==> config.mk <==
export PLATFORM = sky130hd
export DESIGN_NAME = alu_xcpt
export DESIGN_NICKNAME = d
export VERILOG_FILES = /design/src/rtl/alu_xcpt_pkg.sv /design/src/rtl/alu_addsub.sv /design/src/rtl/alu_trapcmp.sv /design/src/rtl/alu_shuffle.sv /design/src/rtl/alu_bitfield.sv /design/src/rtl/alu_xcpt.sv
export SDC_FILE = /design/constraint.sdc
export NUM_CORES = 1
export LEC_CHECK = 0
export BUFFER_PORTS_ARGS = -buffer_cell sky130_fd_sc_hd__buf_2
export CAP_MARGIN = 20
export CORE_MARGIN = 4
export CORE_UTILIZATION = 35
export DETAILED_ROUTE_END_ITERATION = 12
export SYNTH_ARGS = -nofsm -noshare
export SYNTH_HDL_FRONTEND = slang
export SYNTH_HIERARCHICAL = 1
export SYNTH_SLANG_ARGS = --single-unit
==> constraint.sdc <==
create_clock -name vclk -period 9.8
set_input_delay 2.94 -clock vclk [all_inputs]
set_output_delay 2.94 -clock vclk [all_outputs]
set_load 0.01 [all_outputs]
==> src/rtl/alu_xcpt_pkg.sv <==
package alu_xcpt_pkg;
  localparam int XLEN = 32;

  localparam logic [3:0] OP_ADD  = 4'd0;
  localparam logic [3:0] OP_ADDU = 4'd1;
  localparam logic [3:0] OP_SUB  = 4'd2;
  localparam logic [3:0] OP_SUBU = 4'd3;
  localparam logic [3:0] OP_TGE  = 4'd4;
  localparam logic [3:0] OP_TGEU = 4'd5;
  localparam logic [3:0] OP_TLT  = 4'd6;
  localparam logic [3:0] OP_TLTU = 4'd7;
  localparam logic [3:0] OP_TEQ  = 4'd8;
  localparam logic [3:0] OP_TNE  = 4'd9;
  localparam logic [3:0] OP_LUI  = 4'd10;
  localparam logic [3:0] OP_SHUF = 4'd11;
  localparam logic [3:0] OP_EXT  = 4'd12;

  localparam logic [2:0] CAUSE_NONE  = 3'd0;
  localparam logic [2:0] CAUSE_TRAP  = 3'd4;
  localparam logic [2:0] CAUSE_OVF   = 3'd5;

  localparam logic [4:0] SHUF_HSWAP = 5'h02;
  localparam logic [4:0] SHUF_SEXTB = 5'h10;
  localparam logic [4:0] SHUF_SEXTH = 5'h18;

  // condition selectors for the trap comparator
  typedef enum logic [2:0] {
    TC_SGE, TC_UGE, TC_SLT, TC_ULT, TC_EQ, TC_NE
  } trap_cond_e;

  function automatic logic add_overflow(input logic a_msb, input logic b_msb,
                                        input logic r_msb);
    return (a_msb == b_msb) && (r_msb != a_msb);
  endfunction

  function automatic logic sub_overflow(input logic a_msb, input logic b_msb,
                                        input logic r_msb);
    return (a_msb != b_msb) && (r_msb != a_msb);
  endfunction
endpackage

==> src/rtl/alu_addsub.sv <==
module alu_addsub #(
  parameter int W = 32
) (
  input  logic [W-1:0] a_i,
  input  logic [W-1:0] b_i,
  input  logic         sub_i,
  output logic [W-1:0] sum_o,
  output logic         ovf_o
);
  import alu_xcpt_pkg::*;

  always_comb begin
    sum_o = sub_i ? (a_i - b_i) : (a_i + b_i);
    ovf_o = sub_i ? sub_overflow(a_i[W-1], b_i[W-1], sum_o[W-1])
                  : add_overflow(a_i[W-1], b_i[W-1], sum_o[W-1]);
  end
endmodule

==> src/rtl/alu_trapcmp.sv <==
module alu_trapcmp #(
  parameter int W = 32
) (
  input  logic [W-1:0] a_i,
  input  logic [W-1:0] b_i,
  input  alu_xcpt_pkg::trap_cond_e cond_i,
  output logic         hit_o
);
  import alu_xcpt_pkg::*;

  logic eq, ult, slt;

  always_comb begin
    eq  = (a_i == b_i);
    ult = (a_i < b_i);
    slt = ($signed(a_i) < $signed(b_i));
    unique case (cond_i)
      TC_SGE:  hit_o = !slt;
      TC_UGE:  hit_o = !ult;
      TC_SLT:  hit_o = slt;
      TC_ULT:  hit_o = ult;
      TC_EQ:   hit_o = eq;
      TC_NE:   hit_o = !eq;
      default: hit_o = 1'b0;
    endcase
  end
endmodule

==> src/rtl/alu_shuffle.sv <==
module alu_shuffle #(
  parameter int W = 32
) (
  input  logic [W-1:0] t_i,
  input  logic [4:0]   var_i,
  output logic [W-1:0] res_o,
  output logic         bad_o
);
  import alu_xcpt_pkg::*;

  localparam int NHALF = W / 16;

  logic [W-1:0] hswap;

  for (genvar h = 0; h < NHALF; h++) begin : g_half
    assign hswap[16*h +: 8]     = t_i[16*h + 8 +: 8];
    assign hswap[16*h + 8 +: 8] = t_i[16*h +: 8];
  end

  always_comb begin
    bad_o = 1'b0;
    unique case (var_i)
      SHUF_HSWAP: res_o = hswap;
      SHUF_SEXTB: res_o = {{(W-8){t_i[7]}}, t_i[7:0]};
      SHUF_SEXTH: res_o = {{(W-16){t_i[15]}}, t_i[15:0]};
      default: begin
        res_o = '0;
        bad_o = 1'b1;
      end
    endcase
  end
endmodule

==> src/rtl/alu_bitfield.sv <==
module alu_bitfield #(
  parameter int W = 32
) (
  input  logic [W-1:0] s_i,
  input  logic [W-1:0] t_i,
  input  logic [4:0]   pos_i,
  input  logic [4:0]   size_i,
  output logic [W-1:0] ext_o,
  output logic [W-1:0] lui_o
);
  logic [W-1:0] mask;

  always_comb begin
    mask  = (W'(1) << size_i) - W'(1);
    ext_o = (s_i >> pos_i) & mask;
    lui_o = t_i << 16;
  end
endmodule

==> src/rtl/alu_xcpt.sv <==
module alu_xcpt #(
  parameter int XLEN = alu_xcpt_pkg::XLEN
) (
  input  logic [3:0]      op_i,
  input  logic [XLEN-1:0] s_i,
  input  logic [XLEN-1:0] t_i,
  input  logic [4:0]      sa_i,
  input  logic [4:0]      sz_i,
  output logic [XLEN-1:0] res_o,
  output logic [2:0]      cause_o,
  output logic            illegal_o
);
  import alu_xcpt_pkg::*;

  // named internal events, observed by the checker
  logic            is_sub;
  logic [XLEN-1:0] arith_sum;
  logic            arith_ovf;
  trap_cond_e      tcond;
  logic            trap_hit;
  logic [XLEN-1:0] shuf_res;
  logic            shuf_bad;
  logic [XLEN-1:0] ext_res;
  logic [XLEN-1:0] lui_res;

  assign is_sub = (op_i == OP_SUB) || (op_i == OP_SUBU);

  always_comb begin
    unique case (op_i)
      OP_TGE:  tcond = TC_SGE;
      OP_TGEU: tcond = TC_UGE;
      OP_TLT:  tcond = TC_SLT;
      OP_TLTU: tcond = TC_ULT;
      OP_TEQ:  tcond = TC_EQ;
      default: tcond = TC_NE;
    endcase
  end

  alu_addsub #(.W(XLEN)) addsub_i (
    .a_i(s_i), .b_i(t_i), .sub_i(is_sub), .sum_o(arith_sum), .ovf_o(arith_ovf)
  );

  alu_trapcmp #(.W(XLEN)) trapcmp_i (
    .a_i(s_i), .b_i(t_i), .cond_i(tcond), .hit_o(trap_hit)
  );

  alu_shuffle #(.W(XLEN)) shuffle_i (
    .t_i(t_i), .var_i(sa_i), .res_o(shuf_res), .bad_o(shuf_bad)
  );

  alu_bitfield #(.W(XLEN)) bitfield_i (
    .s_i(s_i), .t_i(t_i), .pos_i(sa_i), .size_i(sz_i),
    .ext_o(ext_res), .lui_o(lui_res)
  );

  always_comb begin
    res_o     = '0;
    cause_o   = CAUSE_NONE;
    illegal_o = 1'b0;
    unique case (op_i)
      OP_ADD, OP_SUB: begin
        res_o   = arith_sum;
        cause_o = arith_ovf ? CAUSE_OVF : CAUSE_NONE;
      end
      OP_ADDU, OP_SUBU: res_o = arith_sum;
      OP_TGE, OP_TGEU, OP_TLT, OP_TLTU, OP_TEQ, OP_TNE:
        cause_o = trap_hit ? CAUSE_TRAP : CAUSE_NONE;
      OP_LUI:  res_o = lui_res;
      OP_SHUF: begin
        res_o     = shuf_res;
        illegal_o = shuf_bad;
      end
      OP_EXT:  res_o = ext_res;
      default: illegal_o = 1'b1;
    endcase
  end
endmodule

### Yosys cells after proc, flatten, opt, wreduce, memory -nomap -nowiden

Cells that the tools add are included.

| word-level totals | value |
|---|---|
| bits in registers | 0 |
| bits of input ports | 78 |
| output and inout port bits | 36 |

| cells by class | value |
|---|---|
| add/subtract/negate cells | 3 |
| order comparisons | 2 |
| equal/unequal tests | 24 |
| shift-type cells | 2 |
| multiplexer cells | 11 |
| bitwise operators | 1 |
| reduce and logical (&&, ||, !) cells | 13 |

Operator list:

| operator | count |
|---|---|
| $pmux W32 S4 | 1 |
| $pmux W32 S3 | 1 |
| $lt A32 B32 Y1 | 2 |
| $add A32 B32 Y32 | 1 |
| $and A32 B32 Y32 | 1 |
| $eq A32 B32 Y1 | 1 |
| $mux W32 | 1 |
| $shl A1 B5 Y32 const A | 1 |
| $shr A32 B5 Y32 | 1 |
| $sub A32 B2 Y32 const B | 1 |
| $sub A32 B32 Y32 | 1 |
| $eq A4 B4 Y1 const B | 5 |
| $eq A4 B3 Y1 const B | 4 |
| $pmux W3 S5 | 1 |
| $reduce_or A12 Y1 | 1 |
| $eq A5 B5 Y1 const B | 2 |
| $eq A4 B2 Y1 const B | 2 |
| $eq A3 B2 Y1 const B | 2 |
| $eq A3 B3 Y1 const B | 2 |
| $mux W3 | 2 |
| $pmux W1 S6 | 1 |
| $pmux W3 S2 | 1 |
| $reduce_or A6 Y1 | 1 |
| $eq A5 B2 Y1 const B | 1 |
| other kinds (14) | 19 |

### Logic depth before layout (Yosys ltp)

| depth | value |
|---|---|
| word-level depth | 8 |
| mapped depth | 18 |

### Modules after synthesis

The synthesis kept the hierarchy.

By module, submodules not included:

| module | instances | cells each | area each (sq um) | seq. area each (sq um) |
|---|---|---|---|---|
| alu_bitfield | 1 | 371 | 2805.2 | 0.0 |
| alu_addsub | 1 | 381 | 2592.5 | 0.0 |
| alu_trapcmp | 1 | 124 | 879.6 | 0.0 |
| alu_xcpt | 1 | 129 | 785.8 | 0.0 |
| alu_shuffle | 1 | 58 | 434.2 | 0.0 |

### Worst setup path after synthesis

Ideal clock, no wire load.

| path | value |
|---|---|
| path kind | input to output |
| from | input op_i[3] |
| to | output cause_o[2] |
| arrival | 6.674 ns |
| required time | 6.860 ns |
| path slack | 0.186 ns |
| stages | 15 |
| buffers on the path | 3 |
| path through | buf_2 > nor3_1 > clkbuf_1 > clkbuf_1 > mux2i_1 > ha_1 > and3b_1 > o2111a_1 > o2111ai_1 > nand3_1 > a21oi_1 > xnor2_1 > mux2i_1 > nor4b_1 > a21o_1 |

| between the ends | value |
|---|---|
| longest elaborated chain between the ends | 8 |

Ends and longest elaborated chain:

| what | RTL line | text |
|---|---|---|
| start: declaration | alu_xcpt.sv:4 | `input logic [3:0] op_i,` |
| $eq A4 B2 Y1 | alu_xcpt.sv:26 | `assign is_sub = (op_i == OP_SUB) \|\| (op_i == OP_SUBU);` |
| $logic_or A1 B1 Y1 (*) | alu_xcpt.sv:26 |  |
| named net is_sub | alu_xcpt.sv:16 | `logic is_sub;` |
| $mux W32 (*) | alu_addsub.sv:13 | `sum_o = sub_i ? (a_i - b_i) : (a_i + b_i);` |
| named net arith_sum[31] | alu_xcpt.sv:17 | `logic [XLEN-1:0] arith_sum;` |
| $ne A1 B1 Y1 (*) | alu_xcpt_pkg.sv:33, alu_xcpt_pkg.sv:38 |  |
| $logic_and A1 B1 Y1, on equally long branches | alu_xcpt_pkg.sv:33, alu_xcpt_pkg.sv:38 |  |
| $mux W1 (*) | alu_addsub.sv:14 | `ovf_o = sub_i ? sub_overflow(a_i[W-1], b_i[W-1], sum_o[W-1])` |
| named net arith_ovf | alu_xcpt.sv:18 | `logic arith_ovf;` |
| $mux W3 (*) | alu_xcpt.sv:63 | `cause_o = arith_ovf ? CAUSE_OVF : CAUSE_NONE;` |
| $pmux W3 S2 (*) | alu_xcpt.sv:60 | `unique case (op_i)` |
| end: declaration | alu_xcpt.sv:10 | `output logic [2:0] cause_o,` |

The timed path passes the listed nets; every way through them passes the cells marked *.

### Worst setup path after layout

| path | value |
|---|---|
| from | input t_i[5] |
| to | output cause_o[2] |

| between the ends | value |
|---|---|
| longest elaborated chain between the ends | 7 |

Ends and longest elaborated chain:

| what | RTL line | text |
|---|---|---|
| start: declaration | alu_xcpt.sv:6 | `input logic [XLEN-1:0] t_i,` |
| $add A32 B32 Y32 or $sub A32 B32 Y32 (tied branches) | alu_addsub.sv:13 |  |
| $mux W32 (*) | alu_addsub.sv:13 |  |
| named net arith_sum[31] | alu_xcpt.sv:17 |  |
| $ne A1 B1 Y1 (*) | alu_xcpt_pkg.sv:33, alu_xcpt_pkg.sv:38 |  |
| $logic_and A1 B1 Y1, on equally long branches | alu_xcpt_pkg.sv:33, alu_xcpt_pkg.sv:38 |  |
| $mux W1 (*) | alu_addsub.sv:14 |  |
| named net arith_ovf | alu_xcpt.sv:18 |  |
| $mux W3 (*) | alu_xcpt.sv:63 |  |
| $pmux W3 S2 (*) | alu_xcpt.sv:60 |  |

Marked as above.

==> impl_metrics.tcl <==
set metrics [dict create \
    status "finished, final reports clean" \
    start_kind "input port" \
    synth_mux_area_frac 0.134 \
    die_y_um 154 \
    grt_util_all_layers 0.243 \
    crit_arrival_ps 6620 \
    synth.distinct_cells 89 \
    numPortBuffers 113 \
    fin_nets 1293 \
    rsz0062_at_grt "yes" \
    synth_most_common_cell "nand2_1" \
    yosysWarnings 6 \
    top_layer_used "met4" \
    seq_cell_count 0 \
    syn2layout_area_growth_pct 11.8 \
    postSynthCellCount 1063 \
    p_int_uw 218 \
    p_seq_frac 0 \
    regArea_um2 0 \
    setup_viol 0 \
    die-area_um2 23800 \
    wl_met2_um 14400 \
    drive_above_1_share 0.224 \
    cap_viol_max_count 0 \
    nFillCells 2230 \
    ir_drop_uv 39.8 \
    yosys.area_share.simple 0.254 \
    end_kind "output pin" \
    grt_start_max_net_pins 47 \
    ios 114 \
    endpoint "cause_o[2]" \
    path_cells "buf_2, nor4_4, buf_4, nand4_1, buf_4, nor4_4, a21oi_1, xnor2_1, ha_1, a2111oi_1, o221ai_1, o21a_1, a21oi_4, xnor2_2, mux2i_1, buf_4, nor4b_2, a21o_1, buf_2" \
    synth_compound_area_frac 0.317 \
    drt-initial-drc-count 1153 \
    route.detailed.drc 0 \
    dp_hpwl_um 24900 \
    hold_buffers 0 \
    syn-cell-area_um2 7500 \
    slew_violations 0 \
    final_area_um2 8380 \
    totalWireLength_um 30900 \
    synth_top_cell_by_area "ha_1" \
    synth_area_per_cell_um2 7.05 \
    place_area_um2 8280 \
    cp_slowest_stage_delay_ps 380 \
    switching_share 0.596 \
    route.vias.total 8770 \
    p_leak_uw 0.00386 \
    cp_slowest_cell "a2111oi_1" \
    tightest_slew_ps 1050 \
    synthTopCellsByArea "ha_1, nand2_1, xnor2_1" \
    yosys.area.top_type_share 0.108 \
    synth_xor_area_frac 0.0713 \
    gp_congestion 1.01 \
    hold_class "in2out" \
    cp_max_fo 3 \
    period_share 0.976 \
    cpMostUsedCell "buf_4" \
    die_x_um 154 \
    rows 53 \
    comb_power_share 1.000 \
    grt_pass1_vias 8240 \
    route.met3.wl_um 2050 \
    diodes 0 \
    crit_type "in2out" \
    viasPerCell 6.17 \
    hold_viol 0 \
    antenna_found_initial 0 \
    ys_top_cells_by_count "nand2_1, nor2_1, a21oi_1" \
    wl_met1_um 13200 \
    ys_seq_area_frac 0 \
    core-area_um2 21000 \
    worstSetupStartpoint "t_i[5]" \
    required_ps 6860 \
    ant_nets 0 \
    pwr-share-clk 0 \
    slew_headroom 0.292 \
    p_per_area_nw_per_um2 64.4 \
    power.switching_uw 322 \
    fin_cells 1422 \
    synth-adder-area-share 0.111 \
    place_inst 1420 \
    wl_per_cell_um 21.7 \
    timing.fmax_mhz 105 \
    overflow 0 \
    clkbuf_count 0 \
    period_minus_slack_ps 9560 \
    drtPass1Iterations 8 \
    start_util 0.357 \
    synth_top_family_by_area "compound AO/OA/AOI/OAI gates" \
    grt_pass1_wl_um 46900 \
]
==> metrics by stage <==
| stage | util | power, µW | setup TNS, ps | hold slack (ps) | setup WS [ps] |
|---|---|---|---|---|---|
| 6_report | 0.399 | 539 | 0 | 6230 | 238 |
| 5_1_grt | 0.399 | 583 | -0.357 | 6260 | -0.357 |
| 4_1_cts | 0.394 | 522 | 0 | 6230 | 116 |
| 3_5_place_dp | 0.394 | 520 | 0 | 6230 | 132 |
| 3_3_place_gp | 0.394 | 519 | 0 | 6230 | 154 |
| 2_1_floorplan | - | 350 | 0 | 5940 | 186 |
==> cell usage in the layout, fill, tap and decap left out, types with 12 or more instances in the layout <==
master	Yosys	routed
a222oi_1	33	33
xnor2_1	47	46
a21o_1	32	32
ha_1	65	64
nor2_1	74	73
mux2i_1	40	40
a21oi_1	73	69
mux4_2	16	16
mux2_2	18	18
xor2_1	14	14
nand2b_1	16	16
nand4_1	12	12
buf_2	17	113
o21ai_0	32	32
nand2_1	134	134
nor2b_1	20	20
inv_1	55	55
nand3_1	18	17
conb_1	2	18
o21a_1	13	13
buf_4	40	57
and3_1	15	14
nor3_1	28	25
==> metal layers <==
metal / GRT usage / vias up
li1: - / 4133
met1: 0.334 / 4191
met2: 0.406 / 375
met3: 0.0145 / 71
met4: 0.0833 / 0
met5: 0 / -
==> what timing repair did <==
| item | CTS | global route |
|---|---|---|
| setup endpoints to repair | 0 | 7 |
| resized for setup | 0 | 18 |
| buffers inserted | 0 | 2 |
==> power by group through the flow <==
stage	Clock, µW	Combinational, µW	Sequential, µW
final	0	539	0
after global routing	0	583	0
after CTS	0	522	0
after detailed placement	0	520	0
after global placement	0	519	0
after floorplan	0	350	0
==> final cells by class <==
type	count	area, µm²	share of cell area
Multi-Input combinational cell	921	6820	0.813
Inverter	55	206	0.0246
Tap cell	275	344	0.0411
Timing Repair Buffer	171	1010	0.121
==> worst max-delay path, delay by kind of cell <==
kind | cells | cell delay [ps]
compound gates | 6 | 1140
simple gates | 4 | 1010
buf+inv | 5 | 820
xor+xnor | 2 | 280
fa+ha+maj | 1 | 220
mux | 1 | 210
==> how the worst min path moves through the flow <==
stage,from,to,slack (ps),depth (start not counted)
global placement,op_i[0],cause_o[0],6230,3
floorplan,op_i[0],cause_o[0],5940,1
CTS,op_i[0],cause_o[0],6230,3
detailed placement,op_i[0],cause_o[0],6230,3
finish,op_i[0],cause_o[0],6230,3
global route,op_i[0],cause_o[0],6260,3
==> logic make-up (layout without fill, tap and decap cells) <==
family,count (synthesis),in the layout
simple gates,373,373
compound gates,326,326
buf+inv,158,226
mux,77,77
fa+ha+maj,66,66
xor+xnor,61,61
other cells,2,18
Power figures use the tool's default switching activity.
